`src/rtl/irq_seq_pkg.sv`:
```
package irq_seq_pkg;

    localparam int PSW_W    = 8;
    localparam int MIE_POS  = 3;
    localparam int LVL_LO   = 0;
    localparam int NUM_BANK = 2;

    localparam logic [1:0] LVL_NONE = 2'd0;
    localparam logic [1:0] LVL_ONE  = 2'd1;
    localparam logic [1:0] LVL_TWO  = 2'd2;

    typedef enum logic [1:0] {
        SRC_MASK = 2'd0,
        SRC_NMI  = 2'd1,
        SRC_SOFT = 2'd2
    } src_e;

    typedef enum logic [2:0] {
        ST_IDLE     = 3'd0,
        ST_SAVE_PC  = 3'd1,
        ST_SAVE_CSR = 3'd2,
        ST_SAVE_PSW = 3'd3,
        ST_CLR_MIE  = 3'd4,
        ST_SET_LVL  = 3'd5,
        ST_LOAD_PC  = 3'd6
    } step_e;

    function automatic logic [1:0] lvl_of(input logic [PSW_W-1:0] p);
        return p[LVL_LO +: 2];
    endfunction

    function automatic logic mie_of(input logic [PSW_W-1:0] p);
        return p[MIE_POS];
    endfunction

    function automatic logic [PSW_W-1:0] with_lvl(input logic [PSW_W-1:0] p,
                                                  input logic [1:0] l);
        logic [PSW_W-1:0] r;
        r = p;
        r[LVL_LO +: 2] = l;
        return r;
    endfunction

    function automatic logic [PSW_W-1:0] without_mie(input logic [PSW_W-1:0] p);
        logic [PSW_W-1:0] r;
        r = p;
        r[MIE_POS] = 1'b0;
        return r;
    endfunction

endpackage

```
`src/rtl/irq_vec_table.sv`:
```
module irq_vec_table #(
    parameter int DEPTH  = 64,
    parameter int DATA_W = 16,
    localparam int IDX_W = $clog2(DEPTH)
) (
    input  logic              clk,
    input  logic              rst,
    input  logic              we,
    input  logic [IDX_W-1:0]  waddr,
    input  logic [DATA_W-1:0] wdata,
    input  logic [IDX_W-1:0]  raddr,
    output logic [DATA_W-1:0] rdata
);
    logic [DATA_W-1:0] slot_q [DEPTH];

    always_ff @(posedge clk) begin
        if (rst) begin
            for (int i = 0; i < DEPTH; i++) slot_q[i] <= '0;
        end else if (we) begin
            slot_q[waddr] <= wdata;
        end
    end

    assign rdata = slot_q[raddr];
endmodule

```
`src/rtl/irq_ctx_bank.sv`:
```
module irq_ctx_bank
    import irq_seq_pkg::*;
#(
    parameter int PC_W  = 16,
    parameter int CSR_W = 8
) (
    input  logic             clk,
    input  logic             rst,
    input  logic             save_pc,
    input  logic             save_csr,
    input  logic             save_psw,
    input  logic [PC_W-1:0]  pc_d,
    input  logic [CSR_W-1:0] csr_d,
    input  logic [PSW_W-1:0] psw_d,
    output logic [PC_W-1:0]  pc_q,
    output logic [CSR_W-1:0] csr_q,
    output logic [PSW_W-1:0] psw_q
);
    always_ff @(posedge clk) begin
        if (rst) begin
            pc_q  <= '0;
            csr_q <= '0;
            psw_q <= '0;
        end else begin
            if (save_pc)  pc_q  <= pc_d;
            if (save_csr) csr_q <= csr_d;
            if (save_psw) psw_q <= psw_d;
        end
    end
endmodule

```
`src/rtl/irq_arbiter.sv`:
```
module irq_arbiter
    import irq_seq_pkg::*;
#(
    parameter int IDX_W     = 6,
    parameter int NMI_SLOT  = 1,
    parameter int MASK_SLOT = 2
) (
    input  logic             clk,
    input  logic             rst,
    input  logic             nmi_req,
    input  logic             irq_req,
    input  logic             swi_stb,
    input  logic [IDX_W-1:0] swi_idx,
    input  logic             can_take,
    input  logic             mie,
    input  logic [1:0]       lvl,
    output logic             take,
    output src_e             take_src,
    output logic [IDX_W-1:0] take_idx
);
    logic             nmi_p, mask_p, soft_p;
    logic [IDX_W-1:0] soft_idx_q;
    logic             nmi_e, mask_e, soft_e;
    logic [IDX_W-1:0] soft_idx_e;
    logic             pick_nmi, pick_soft, pick_mask;

    always_comb begin
        nmi_e      = nmi_p | nmi_req;
        mask_e     = mask_p | irq_req;
        soft_e     = soft_p | swi_stb;
        soft_idx_e = soft_p ? soft_idx_q : swi_idx;

        pick_nmi   = can_take && nmi_e && (lvl != LVL_TWO);
        pick_soft  = can_take && !pick_nmi && soft_e;
        pick_mask  = can_take && !pick_nmi && !pick_soft && mask_e && mie;
        take       = pick_nmi | pick_soft | pick_mask;

        take_src = SRC_MASK;
        take_idx = IDX_W'(MASK_SLOT);
        if (pick_nmi) begin
            take_src = SRC_NMI;
            take_idx = IDX_W'(NMI_SLOT);
        end else if (pick_soft) begin
            take_src = SRC_SOFT;
            take_idx = soft_idx_e;
        end
    end

    always_ff @(posedge clk) begin
        if (rst) begin
            nmi_p      <= 1'b0;
            mask_p     <= 1'b0;
            soft_p     <= 1'b0;
            soft_idx_q <= '0;
        end else begin
            nmi_p      <= nmi_e & ~pick_nmi;
            mask_p     <= mask_e & ~pick_mask;
            soft_p     <= soft_e & ~pick_soft;
            soft_idx_q <= soft_idx_e;
        end
    end
endmodule

```
`src/rtl/irq_entry_seq.sv`:
```
module irq_entry_seq
    import irq_seq_pkg::*;
#(
    parameter int PC_W      = 16,
    parameter int CSR_W     = 8,
    parameter int VT_DEPTH  = 64,
    parameter int NMI_SLOT  = 1,
    parameter int MASK_SLOT = 2,
    localparam int IDX_W    = $clog2(VT_DEPTH)
) (
    input  logic             clk,
    input  logic             rst,
    input  logic             nmi_req,
    input  logic             irq_req,
    input  logic             swi_stb,
    input  logic [IDX_W-1:0] swi_idx,
    input  logic             rti_stb,
    input  logic             arch_we,
    input  logic [PC_W-1:0]  arch_pc,
    input  logic [CSR_W-1:0] arch_csr,
    input  logic [7:0]       arch_psw,
    input  logic             vt_we,
    input  logic [IDX_W-1:0] vt_addr,
    input  logic [PC_W-1:0]  vt_data,
    output logic [PC_W-1:0]  pc,
    output logic [CSR_W-1:0] csr,
    output logic [7:0]       psw,
    output logic             busy,
    output logic             ack
);
    step_e            step_q;
    src_e             src_q;
    logic [IDX_W-1:0] idx_q;
    logic [PC_W-1:0]  pc_q;
    logic [CSR_W-1:0] csr_q;
    logic [PSW_W-1:0] psw_q;
    logic             ack_q;

    logic             idle, rti_go, take;
    src_e             take_src;
    logic [IDX_W-1:0] take_idx;
    logic [PC_W-1:0]  vec_addr;
    logic             bank_sel, ret_sel;

    logic [PC_W-1:0]  bk_pc  [NUM_BANK];
    logic [CSR_W-1:0] bk_csr [NUM_BANK];
    logic [PSW_W-1:0] bk_psw [NUM_BANK];

    assign idle     = (step_q == ST_IDLE);
    assign rti_go   = idle && rti_stb && (lvl_of(psw_q) != LVL_NONE);
    assign bank_sel = (src_q == SRC_NMI);
    assign ret_sel  = (lvl_of(psw_q) != LVL_ONE);

    irq_arbiter #(
        .IDX_W     (IDX_W),
        .NMI_SLOT  (NMI_SLOT),
        .MASK_SLOT (MASK_SLOT)
    ) u_arb (
        .clk      (clk),
        .rst      (rst),
        .nmi_req  (nmi_req),
        .irq_req  (irq_req),
        .swi_stb  (swi_stb),
        .swi_idx  (swi_idx),
        .can_take (idle && !rti_go),
        .mie      (mie_of(psw_q)),
        .lvl      (lvl_of(psw_q)),
        .take     (take),
        .take_src (take_src),
        .take_idx (take_idx)
    );

    irq_vec_table #(
        .DEPTH  (VT_DEPTH),
        .DATA_W (PC_W)
    ) u_vt (
        .clk   (clk),
        .rst   (rst),
        .we    (vt_we),
        .waddr (vt_addr),
        .wdata (vt_data),
        .raddr (idx_q),
        .rdata (vec_addr)
    );

    for (genvar b = 0; b < NUM_BANK; b++) begin : g_bank
        irq_ctx_bank #(
            .PC_W  (PC_W),
            .CSR_W (CSR_W)
        ) u_bank (
            .clk      (clk),
            .rst      (rst),
            .save_pc  (step_q == ST_SAVE_PC  && bank_sel == b[0]),
            .save_csr (step_q == ST_SAVE_CSR && bank_sel == b[0]),
            .save_psw (step_q == ST_SAVE_PSW && bank_sel == b[0]),
            .pc_d     (pc_q),
            .csr_d    (csr_q),
            .psw_d    (psw_q),
            .pc_q     (bk_pc[b]),
            .csr_q    (bk_csr[b]),
            .psw_q    (bk_psw[b])
        );
    end

    always_ff @(posedge clk) begin
        if (rst) begin
            step_q <= ST_IDLE;
            src_q  <= SRC_MASK;
            idx_q  <= '0;
            pc_q   <= '0;
            csr_q  <= '0;
            psw_q  <= '0;
            ack_q  <= 1'b0;
        end else begin
            ack_q <= 1'b0;
            unique case (step_q)
                ST_IDLE: begin
                    if (rti_go) begin
                        pc_q  <= bk_pc[ret_sel];
                        csr_q <= bk_csr[ret_sel];
                        psw_q <= bk_psw[ret_sel];
                    end else if (take) begin
                        src_q  <= take_src;
                        idx_q  <= take_idx;
                        step_q <= ST_SAVE_PC;
                    end else if (arch_we) begin
                        pc_q  <= arch_pc;
                        csr_q <= arch_csr;
                        psw_q <= arch_psw;
                    end
                end
                ST_SAVE_PC:  step_q <= ST_SAVE_CSR;
                ST_SAVE_CSR: step_q <= ST_SAVE_PSW;
                ST_SAVE_PSW: step_q <= (src_q == SRC_NMI) ? ST_SET_LVL : ST_CLR_MIE;
                ST_CLR_MIE: begin
                    psw_q  <= without_mie(psw_q);
                    step_q <= ST_SET_LVL;
                end
                ST_SET_LVL: begin
                    psw_q  <= with_lvl(psw_q, (src_q == SRC_NMI) ? LVL_TWO : LVL_ONE);
                    step_q <= ST_LOAD_PC;
                end
                ST_LOAD_PC: begin
                    pc_q   <= vec_addr;
                    ack_q  <= 1'b1;
                    step_q <= ST_IDLE;
                end
                default: step_q <= ST_IDLE;
            endcase
        end
    end

    assign pc   = pc_q;
    assign csr  = csr_q;
    assign psw  = psw_q;
    assign busy = !idle;
    assign ack  = ack_q;
endmodule

```
`config.mk`:
```
export PLATFORM = sky130hd
export DESIGN_NAME = irq_entry_seq
export DESIGN_NICKNAME = d
export VERILOG_FILES = /design/src/rtl/irq_seq_pkg.sv /design/src/rtl/irq_vec_table.sv /design/src/rtl/irq_ctx_bank.sv /design/src/rtl/irq_arbiter.sv /design/src/rtl/irq_entry_seq.sv
export SDC_FILE = /design/constraint.sdc
export NUM_CORES = 2
export LEC_CHECK = 0
export CORE_AREA = 2 2 386 350
export DETAILED_ROUTE_END_ITERATION = 10
export DIE_AREA = 0 0 388 352
export PLACE_DENSITY = 0.61
export SETUP_SLACK_MARGIN = 0.05
export SYNTH_ARGS = -nofsm -noshare
export SYNTH_HDL_FRONTEND = slang
export SYNTH_SLANG_ARGS = --single-unit
export TNS_END_PERCENT = 10
```
`constraint.sdc`:
```
create_clock -name clk -period 5.2 [get_ports clk]
set_input_delay 1.04 -clock clk [delete_from_list [all_inputs] [get_ports clk]]
set_output_delay 1.04 -clock clk [all_outputs]
set_load 0.01 [all_outputs]
```
==> results by group <==
STA
  • Worst clock skew: 0.0294 ns
  • Final WS setup: 1.38 ns
  • Final Hold Fails: 0
  • Min Tclk post-route: 3.82 ns
  • Maximum clock rate: 262 MHz
  • Final Cycle Share: 0.735
  • WHS: around 0.46 ns
  • RSZ-0062 raised after global routing: no
  • Fin Setup TNS: 0 ns
  • Worst-Margin Slew: 1.17 ns
  • Max-slew violations: 0
  • Slew headroom: 0.197
  • Final setup vio count: 0

Clock network
  • TritonCTS clock tree: done
  • Setup Buffers After CTS: 0
  • H-tree depth: 3
  • CTS Hold Bufs: 0
  • Clock root cell: clkbuf_16
  • Insertion delay to the later sink of the worst-skew pair: 0.74 ns
  • Worst-path clk slew: roughly 0.060 ns
  • CTS buffer count: 117
  • CTS Buffer Depth: 3
  • # resized after CTS: 0
  • Num Clock Sinks: 1,147

Layout
  • Ant. Diodes: 0
  • P&R area growth vs syn: 11.8%
  • Filler cells: 11,800
  • Layout cells sized above 1: 0.176
  • Nets: 3,703

Worst setup path
  • CP required: 5.57 ns
  • Register-to-Register Path Depth: 5
  • Crit path DAT: 4.19 ns
  • FF-to-FF setup slack: ~1.6 ns
  • Crit path capture type: register
  • Worst Path Max Fanout: 17
  • Reg2reg end: pc[1]$_SDFFE_PP0P_
  • Critical setup path kind: in2reg
  • Setup crit start kind: primary input

Hold path
  • Worst hold stages: 2
  • HP Class: reg2reg
  • Hold EP: g_bank[1].u_bank.pc_q[0]$_SDFFE_PP0P_
  • Hold_sp: g_bank[1].u_bank.pc_q[0]$_SDFFE_PP0P_

Global routing
  • Largest net degree at the start of global routing: 105
  • First-pass GRT wire length: about 210 mm
  • GRT Total Usage: 0.208
  • Initial antenna violation count: 7
  • Via count of the first global-routing pass: 29,400
  • Total grt overflow: 0

Drt
  • Top sig layer: met5
  • Final ANT Viol Nets: 0
  • Met2 WL: 64.0 mm
  • # DRC: 0
  • Post-Route M1 WL: 63.6 mm
  • Vias: between 20,000 and 30,000
  • DR WL/cell: around 26 um
  • Final WL: 144 mm
  • Via-per-instance ratio: 5.42
  • DRT Pass-1 Iters: 5
  • Met3 wire length: between 10 and 15 mm
  • Initial DRC Count: 2,942

Die
  • I/O pin count: between 100 and 150
  • Core ar.: 133,000 sq um
  • Initial core utilization: 0.397
  • Chip Width: 388 um
  • Die H: approximately 350 um
  • Core Rows: between 100 and 150
  • Die ar.: 137,000 sq um

Logic synthesis
  • Cells after Synth: 3,637
  • Yosys warns: 0
  • #FFs+latches synth: 1,147
  • Post-Syn Area per Cell: roughly 14 sq um
  • Area leader, netlist: edfxtp_1
  • Yosys cell types: 66
  • Sequential-to-total area share from yosys stat: 0.631
  • Post-synth EDFFs: a little over 1,000
  • Cell Area, Synth: 52,600 sq um
  • Syn Nets: 3,705
  • Synth Flop Type: edfxtp_1
  • Top cells by area, synth: edfxtp_1, and2_1, mux4_2
  • FFs w/ async S/R, synth: 0
  • Top cell type's share of synthesized area: 0.584

Placed design
  • PortBufs: 101
  • Routability cong.: 0.861
  • Place WS: about 0.66 ns
  • DP HPWL: approximately 90 mm

Power
  • IR Drop Worst-Case VDD: 0.287 mV
  • Pleak: approximately 0.02 uW
  • Tot Pwr: 24,500 uW
  • Pwr/cell area: 417 nW/um^2

Job
  • Max Cap Violations: 0

Status
  • Status: completed
==> how the worst max path moves through the flow <==
stage	from	to	slack, ns
after detailed placement	vt_addr[2]	u_vt.slot_q[43][10]$_SDFFCE_PN0P_	0.66
after floorplan	vt_addr[2]	u_vt.slot_q[50][0]$_SDFFCE_PN0P_	2.14
after global routing	register	pc[1]$_SDFFE_PP0P_	1.24
after global placement	vt_addr[2]	u_vt.slot_q[43][10]$_SDFFCE_PN0P_	0.73
final	vt_addr[2]	u_vt.slot_q[43][0]$_SDFFCE_PN0P_	1.38
after CTS	vt_addr[2]	u_vt.slot_q[43][2]$_SDFFCE_PN0P_	1.43
==> critical path: stages <==
cell and delay, ns:
clkdlybuf4s50_1 0.64, nand3b_1 0.51, or3b_1 0.82, nor2_2 0.63, or2_2 0.52
==> registers in the layout (all words and copies together) (netlist names), 3 cells and up, named ones only <==
| register | count |
|---|---|
| step_q | 3 |
| g_bank.u_bank.csr_q | 16 |
| psw | 8 |
| csr | 8 |
| g_bank.u_bank.pc_q | 32 |
| u_arb.soft_idx_q | 6 |
| g_bank.u_bank.psw_q | 16 |
| idx_q | 6 |
| pc | 16 |
| u_vt.slot_q | 1024 |
==> stage by stage <==
stage	cells	instance area (sq um)	utilization
after global placement	5256	55000	0.415
after detailed placement	5256	55000	0.415
final	5479	58800	0.444
after floorplan	3637	52600	-
after CTS	5478	58800	0.444
after global routing	5479	58800	0.444
==> kinds of logic after synthesis <==
| logic type | count (synthesis) | share of synthesized area |
|---|---|---|
| buffers and inverters | 328 | 0.0303 |
| and+or+nand+nor | 1516 | 0.169 |
| AOI/OAI and AO/OA | 201 | 0.0252 |
| DFF | 1147 | 0.631 |
| muxes | 445 | 0.144 |
==> layout make-up <==
| class | instances | area (sq um) | area share |
|---|---|---|---|
| inverter | 8 | 30.0 | 0.000511 |
| clock inverter | 65 | 532 | 0.00904 |
| sequential | 1147 | 33200 | 0.565 |
| clock buffer | 157 | 3270 | 0.0556 |
| tap | 1741 | 2180 | 0.0370 |
| multi-input combinational | 2162 | 17800 | 0.303 |
| timing repair buffer | 199 | 1750 | 0.0297 |
==> synth_stat cells, types with 23 or more instances <==
master,instances
nand3_1,33
nand2_1,95
o21ai_0,42
dfxtp_1,123
o22ai_1,23
a21oi_1,38
clkbuf_1,196
buf_2,52
and2_1,1028
o211ai_1,36
buf_4,24
nor3_1,38
mux4_2,248
nor2_1,174
edfxtp_1,1024
mux2i_1,167
or2_2,59
mux2_2,23
==> metal layers <==
layer / GRT usage / vias up
li1: - / 13200
met1: 0.301 / 15200
met2: 0.309 / 1071
met3: 0.0608 / 170
met4: 0.0493 / 4
met5: 0 / -
==> where the power goes <==
group	switching, uW	internal (uW)
Clock	3660	4760
Combinational	2950	2090
Sequential	473	10600
==> cells in the final DEF (no fill, tap or decap), drive strengths merged, types with 36 or more instances in the layout <==
cell type / instances
or2: 67
o21ai: 45
o211ai: 36
and2: 1028
a21oi: 38
nand2: 95
mux4: 248
clkdlybuf4s50: 84
edfxtp: 1024
clkbuf: 158
dfxtp: 123
mux2i: 167
buf: 114
clkinv: 50
nor2: 191
nor3: 39
(Power assumes the default switching activity.)
